$ cat src/rtl/bus88_seq_pkg.sv
package bus88_seq_pkg;

  typedef enum logic [1:0] {
    K_MEM_RD = 2'b00,
    K_MEM_WR = 2'b01,
    K_IO_RD  = 2'b10,
    K_ALT_IO = 2'b11
  } kind_e;

  typedef enum logic [2:0] {
    S_IO_RD  = 3'b001,
    S_MEM_RD = 3'b101,
    S_MEM_WR = 3'b110,
    S_IDLE   = 3'b111
  } status_e;

  typedef enum logic [2:0] {
    P_IDLE,
    P_ADDR,
    P_SETTLE,
    P_WAIT,
    P_END
  } phase_e;

  function automatic status_e status_of(kind_e k);
    case (k)
      K_MEM_RD: status_of = S_MEM_RD;
      K_MEM_WR: status_of = S_MEM_WR;
      default:  status_of = S_IO_RD;
    endcase
  endfunction

endpackage

$ cat src/rtl/bus88_seq_ctrl.sv
module bus88_seq_ctrl
  import bus88_seq_pkg::*;
#(
  parameter int SETTLE = 2
) (
  input  logic   clk_i,
  input  logic   rst_ni,
  input  logic   req_i,
  input  logic   ready_i,
  output phase_e phase_o,
  output logic   start_o,
  output logic   capture_o
);
  localparam int CNT_W = $clog2(SETTLE + 1);
  localparam logic [CNT_W-1:0] CNT_LAST = CNT_W'(SETTLE - 1);

  phase_e            phase_q, phase_d;
  logic [CNT_W-1:0]  cnt_q, cnt_d;

  assign start_o   = (phase_q == P_IDLE) && req_i;
  assign capture_o = (phase_q == P_WAIT) && ready_i;
  assign phase_o   = phase_q;

  always_comb begin
    phase_d = phase_q;
    cnt_d   = cnt_q;
    case (phase_q)
      P_IDLE:   if (req_i) phase_d = P_ADDR;
      P_ADDR: begin
        phase_d = P_SETTLE;
        cnt_d   = '0;
      end
      P_SETTLE: begin
        // ready deliberately ignored here
        if (cnt_q == CNT_LAST) phase_d = P_WAIT;
        else cnt_d = cnt_q + 1'b1;
      end
      P_WAIT:   if (ready_i) phase_d = P_END;
      P_END:    phase_d = P_IDLE;
      default:  phase_d = P_IDLE;
    endcase
  end

  always_ff @(posedge clk_i or negedge rst_ni) begin
    if (!rst_ni) begin
      phase_q <= P_IDLE;
      cnt_q   <= '0;
    end else begin
      phase_q <= phase_d;
      cnt_q   <= cnt_d;
    end
  end

  a_r6_no_exit_from_settle: assert property (@(posedge clk_i) disable iff (!rst_ni)
    (phase_q == P_SETTLE) |=> (phase_q != P_END));

  a_r7_hold_while_not_ready: assert property (@(posedge clk_i) disable iff (!rst_ni)
    (phase_q == P_WAIT && !ready_i) |=> (phase_q == P_WAIT));

  a_r9_no_restart_when_busy: assert property (@(posedge clk_i) disable iff (!rst_ni)
    (phase_q != P_IDLE) |=> (phase_q != P_ADDR));

endmodule

$ cat src/rtl/bus88_seq_drive.sv
module bus88_seq_drive
  import bus88_seq_pkg::*;
#(
  parameter int ADDR_W = 20,
  parameter int DATA_W = 8,
  parameter int MID_W  = 8,
  localparam int HI_W  = ADDR_W - DATA_W - MID_W
) (
  input  logic              clk_i,
  input  logic              rst_ni,
  input  logic              start_i,
  input  phase_e            phase_i,
  input  logic [1:0]        kind_i,
  input  logic [ADDR_W-1:0] addr_i,
  input  logic [DATA_W-1:0] wdata_i,
  output logic [HI_W-1:0]   a_hi_o,
  output logic [MID_W-1:0]  a_mid_o,
  output logic [DATA_W-1:0] ad_o,
  output logic              ad_oe_o,
  output logic              ale_o,
  output logic [2:0]        status_o,
  output logic              is_read_o
);
  logic [ADDR_W-1:0] addr_q;
  logic [DATA_W-1:0] wdata_q;
  kind_e             kind_q;
  logic              in_status, is_wr;

  always_ff @(posedge clk_i or negedge rst_ni) begin
    if (!rst_ni) begin
      addr_q  <= '0;
      wdata_q <= '0;
      kind_q  <= K_MEM_RD;
    end else if (start_i) begin
      addr_q  <= addr_i;
      wdata_q <= wdata_i;
      kind_q  <= kind_e'(kind_i);
    end
  end

  assign in_status = (phase_i == P_SETTLE) || (phase_i == P_WAIT);
  assign is_wr     = (kind_q == K_MEM_WR);
  assign is_read_o = !is_wr;

  assign a_hi_o   = addr_q[ADDR_W-1 -: HI_W];
  assign a_mid_o  = addr_q[DATA_W +: MID_W];
  assign ale_o    = (phase_i == P_ADDR);
  assign status_o = in_status ? status_of(kind_q) : S_IDLE;
  assign ad_oe_o  = (phase_i == P_ADDR) || (is_wr && (in_status || phase_i == P_END));
  assign ad_o     = (phase_i == P_ADDR) ? addr_q[DATA_W-1:0] : wdata_q;

  a_r2_ale_with_idle_status: assert property (@(posedge clk_i) disable iff (!rst_ni)
    ale_o |-> (status_o == S_IDLE) && ad_oe_o);

  a_r4_write_data_driven: assert property (@(posedge clk_i) disable iff (!rst_ni)
    (status_o == S_MEM_WR) |-> ad_oe_o && (ad_o == wdata_q));

endmodule

$ cat src/rtl/bus88_seq_capture.sv
module bus88_seq_capture #(
  parameter int DATA_W = 8
) (
  input  logic              clk_i,
  input  logic              rst_ni,
  input  logic              capture_i,
  input  logic              is_read_i,
  input  logic [DATA_W-1:0] ad_i,
  output logic [DATA_W-1:0] rdata_o
);
  always_ff @(posedge clk_i or negedge rst_ni) begin
    if (!rst_ni) rdata_o <= '0;
    else if (capture_i && is_read_i) rdata_o <= ad_i;
  end

  a_r5_hold_without_capture: assert property (@(posedge clk_i) disable iff (!rst_ni)
    !(capture_i && is_read_i) |=> $stable(rdata_o));

endmodule

$ cat src/rtl/bus88_master_seq.sv
module bus88_master_seq
  import bus88_seq_pkg::*;
#(
  parameter int SETTLE = 2,
  parameter int ADDR_W = 20,
  parameter int DATA_W = 8,
  parameter int MID_W  = 8,
  localparam int HI_W  = ADDR_W - DATA_W - MID_W
) (
  input  logic              clk_i,
  input  logic              rst_ni,
  input  logic              req_i,
  input  logic [1:0]        kind_i,
  input  logic [ADDR_W-1:0] addr_i,
  input  logic [DATA_W-1:0] wdata_i,
  output logic              done_o,
  output logic [DATA_W-1:0] rdata_o,
  output logic [HI_W-1:0]   bus_a_hi_o,
  output logic [MID_W-1:0]  bus_a_mid_o,
  output logic [DATA_W-1:0] bus_ad_o,
  output logic              bus_ad_oe_o,
  input  logic [DATA_W-1:0] bus_ad_i,
  output logic              bus_ale_o,
  output logic [2:0]        bus_status_o,
  input  logic              bus_ready_i
);
  phase_e phase;
  logic   start, capture, is_read;

  bus88_seq_ctrl #(.SETTLE(SETTLE)) u_ctrl (
    .clk_i, .rst_ni, .req_i, .ready_i(bus_ready_i),
    .phase_o(phase), .start_o(start), .capture_o(capture)
  );

  bus88_seq_drive #(.ADDR_W(ADDR_W), .DATA_W(DATA_W), .MID_W(MID_W)) u_drive (
    .clk_i, .rst_ni, .start_i(start), .phase_i(phase), .kind_i, .addr_i, .wdata_i,
    .a_hi_o(bus_a_hi_o), .a_mid_o(bus_a_mid_o), .ad_o(bus_ad_o), .ad_oe_o(bus_ad_oe_o),
    .ale_o(bus_ale_o), .status_o(bus_status_o), .is_read_o(is_read)
  );

  bus88_seq_capture #(.DATA_W(DATA_W)) u_cap (
    .clk_i, .rst_ni, .capture_i(capture), .is_read_i(is_read), .ad_i(bus_ad_i),
    .rdata_o
  );

  assign done_o = (phase == P_END);

  a_r3_status_held: assert property (@(posedge clk_i) disable iff (!rst_ni)
    (bus_status_o != S_IDLE) |=> (bus_status_o == S_IDLE) || $stable(bus_status_o));

  a_r10_addr_held: assert property (@(posedge clk_i) disable iff (!rst_ni)
    (bus_status_o != S_IDLE) |-> $stable(bus_a_mid_o) && $stable(bus_a_hi_o));

  a_r5_read_lines_float: assert property (@(posedge clk_i) disable iff (!rst_ni)
    (bus_status_o == S_MEM_RD || bus_status_o == S_IO_RD) |-> !bus_ad_oe_o);

  a_r8_done_single: assert property (@(posedge clk_i) disable iff (!rst_ni)
    done_o |=> !done_o);

  a_r8_done_idle_status: assert property (@(posedge clk_i) disable iff (!rst_ni)
    done_o |-> (bus_status_o == S_IDLE));

endmodule

$ cat config.mk
export PLATFORM = sky130hd
export DESIGN_NAME = bus88_master_seq
export DESIGN_NICKNAME = d
export VERILOG_FILES = /design/src/rtl/bus88_seq_pkg.sv /design/src/rtl/bus88_seq_ctrl.sv /design/src/rtl/bus88_seq_drive.sv /design/src/rtl/bus88_seq_capture.sv /design/src/rtl/bus88_master_seq.sv
export SDC_FILE = /design/constraint.sdc
export NUM_CORES = 1
export LEC_CHECK = 0
export CAP_MARGIN = 20
export CORE_MARGIN = 2
export CORE_UTILIZATION = 39
export DETAILED_ROUTE_END_ITERATION = 16
export GPL_TIMING_DRIVEN = 0
export PLACE_DENSITY_LB_ADDON = 0.08
export SLEW_MARGIN = 20
export SYNTH_ARGS = -nofsm -noshare
export SYNTH_HDL_FRONTEND = slang
export SYNTH_SLANG_ARGS = --single-unit
$ cat constraint.sdc
create_clock -name clk_i -period 1.6 [get_ports clk_i]
set_input_delay 0.32 -clock clk_i [delete_from_list [all_inputs] [get_ports clk_i]]
set_output_delay 0.32 -clock clk_i [all_outputs]
set_load 0.01 [all_outputs]
==> impl_metrics.yaml <==
run_status:
  status: "complete, but fails checks"
  violations: "negative setup slack"
cells_and_area:
  nFillCells: 351
  diodes: 0
  drive_above_1_share: 0.475
  mostFrequentLayoutCell: "clkdlybuf4s50_1"
  layout_common_cells: "48 x clkdlybuf4s50_1, 42 x dfrtp_1, 35 x mux2_4, 22 x buf_6, 20 x buf_4"
  nNetsFinal: 284
  area_delta_synth_final_pct: 68.4
logic_synthesis:
  synth.area.top_cells: "dfrtp_1 55%, mux2_2 25%, buf_4 4.6%"
  synth-seq-area-share: 0.547
  synthesis.area_um2: 1970
  synth_area_leader_cell: "dfrtp_1"
  ys_seq_elements: 43
  synth_top_cell_area_share: 0.547
  synth_nets: 181
  synth.distinct_cells: 27
  avgSynthCellArea_um2: 14.3
  syn_inst: 138
  ys_warn_count: 0
setup_path:
  path_common_cell: "buf_6"
  reg2reg_slack_ps: -230
  crit_slowest_cell: "dfrtp_2"
  crit_type: "register to primary output"
  cpPeakStageDelay_ps: 420
  crit_required_ps: 1280
  worstPathMaxFanout: 4
  start_kind: "register"
  arrival_ps: 1550
  endpoint_kind: "primary output"
  path_cells: "nand2b_4, nor2_4, buf_6, mux2_4, buf_6"
placed_design:
  io_buffer_count: 75
  hpwl_um: 3090
  place_congestion: 0.717
timing:
  slew-limit-headroom: 0.728
  period_share: 1.17
  fin_ws_ps: -273
  max_freq_ghz: 0.534
  setup_viol: 44
  finalClockSkew_ps: 9.12
  tns_ps: -8160
  rsz0062_at_grt: "yes"
  slew_violations: 0
  fin_crit_ps: 1870
  hold_viol_final: 0
  worst_slew_pin_slew_ps: 408
floorplanning:
  die_area_um2: 5630
  ioPinCount: 76
  std_cell_rows: 25
  core_area_um2: 4790
  start_util: 0.411
  fp.dieW_um: 75.0
  dieHeight_um: 75.0
clock_tree:
  cts_tree: "yes"
  ctsLongestPathBuffers: 2
  cts_root_buffer: "clkbuf_8"
  clk_latency_ps: 290
  clk_pin_slew_ps: 80
  numCtsBuffers: 5
  htree_levels: 2
  clock-sinks: 43
global_route:
  overflow: 0
  grt_pass1_wl_um: 6810
  grt_pass1_vias: 1475
  grt_max_degree: 28
  grt_use_total: 0.163
  antenna_found_initial: 0
power_and_ir_drop:
  p_leak_nw: 1.57
  power_density_nw_per_um2: 1960
  clkPwrFrac: 0.114
  power.total_w: 0.00651
  switching_share: 0.307
  p_comb_frac: 0.583
  internal_power_w: 0.00451
  switchingPower_w: 0.00200
  peakVddDrop_mv: 1.01
  p_seq_frac: 0.302
detailed_routing:
  remaining_drc_errors: 0
  drt-pass1-iter-count: 4
  dr.first_iter.drc_count: 53
  vias_per_cell: 4.68
  drt_wl_total_um: 4920
  drtAntennaViolNets: 0
  vias: 1447
  wl_per_cell_um: 15.9
min_path:
  hold_path_class: "input port to asynchronous set/reset pin"
flow_run:
  cap_violations: 0
-- synthesized netlist by cell type --
library cell,number
and2_1,1
nand2_1,4
ha_1,1
nor4b_4,1
mux2_1,3
and2b_1,2
a32oi_1,1
nor2_1,5
nand2b_1,1
nor2b_1,2
a2bb2oi_1,1
nor2_2,1
o2bb2ai_1,2
inv_1,1
a21o_1,1
dfrtp_1,43
o21ai_0,1
buf_6,5
a21boi_0,1
mux2_2,43
a21oi_1,1
buf_4,12
and3_1,1
or2_2,1
nor3_1,1
nand2b_4,1
nor3_4,1
-- kinds of logic after synthesis --
group                      after synthesis  synth area share
and+or+nand+nor                         22            0.0769
DFF                                     43             0.547
AOI/OAI and AO/OA                        8            0.0305
adders and majority gates                1           0.00636
buffers and inverters                   18            0.0763
muxes                                   46             0.263
-- layer usage --
layer / up-vias / share of wire / global-route usage
met3: 5 / 0.059 / 0.0535
met4: 0 / 0.010 / 0.0476
li1: 671 / - / -
met2: 45 / 0.53 / 0.300
met5: - / 0 / 0
met1: 726 / 0.40 / 0.179
-- flip-flops by register name, summed over array words and instances, names as in the netlist --
register         flops
u_cap.rdata_o        8
u_ctrl.cnt_q         2
u_ctrl.phase_o       3
u_drive.addr_q      20
u_drive.kind_q       2
u_drive.wdata_q      8
-- worst paths after layout --
check,endpoint,start,cells past startpoint
hold / removal,u_drive.addr_q[12],rst_ni,2
max in group asynchronous,u_ctrl.phase_o[2],rst_ni,3
min in group clk_i,u_cap.rdata_o[7],u_cap.rdata_o[7],1
setup / recovery,bus_ad_o[4],u_ctrl.phase_o[2],5
hold reg to reg,u_cap.rdata_o[7],u_cap.rdata_o[7],1
setup reg to reg,u_drive.addr_q[19],u_ctrl.phase_o[0],7
-- layout make-up --
class	instances	area (µm²)	share of cell area
Sequential cell	43	1080	0.325
Timing Repair Buffer	96	1000	0.303
Tap cell	67	83.8	0.0253
Buffer	17	150	0.0453
Clock buffer	8	100	0.0302
Multi-Input combinational cell	77	895	0.270
Inverter	1	3.75	0.00113
-- worst max-delay path, delay by kind of cell (launching register included) --
family / cells / cell delay (ps)
DFF: 1 / 420
muxes: 1 / 310
and+or+nand+nor: 2 / 280
buffers and inverters: 2 / 260
-- power by group through the flow --
| stage | sequential (W) | combinational, W | clock (W) |
|---|---|---|---|
| floorplan | 0.00192 | 0.00170 | 0 |
| global placement | 0.00190 | 0.00292 | 0 |
| detailed placement | 0.00195 | 0.00300 | 0 |
| CTS | 0.00193 | 0.00349 | 0.000757 |
| global route | 0.00203 | 0.00403 | 0.000812 |
| finish | 0.00197 | 0.00380 | 0.000743 |
-- per-stage QoR --
step / hold slack [ps] / utilization / cells / setup slack (ps) / area (µm²)
2_1_floorplan: 24.4 / - / 138 / 50.2 / 1970
3_3_place_gp: 464 / 0.587 / 280 / -833 / 2810
3_5_place_dp: 274 / 0.590 / 281 / -515 / 2820
4_1_cts: 494 / 0.657 / 303 / -359 / 3140
5_1_grt: 524 / 0.693 / 309 / -310 / 3310
6_report: 502 / 0.693 / 309 / -273 / 3310
-- what timing repair did --
item | in CTS | in global routing
hold buffers | 1 | 0
setup endpoints to repair | 22 | 59
gates cloned | 1 | 2
buffers inserted | 12 | 7
pin swaps | 3 | 6
resized for setup | 101 | 36
endpoints found under the hold margin | 16 | 0
Note: power is estimated with default switching activity, not from simulation.
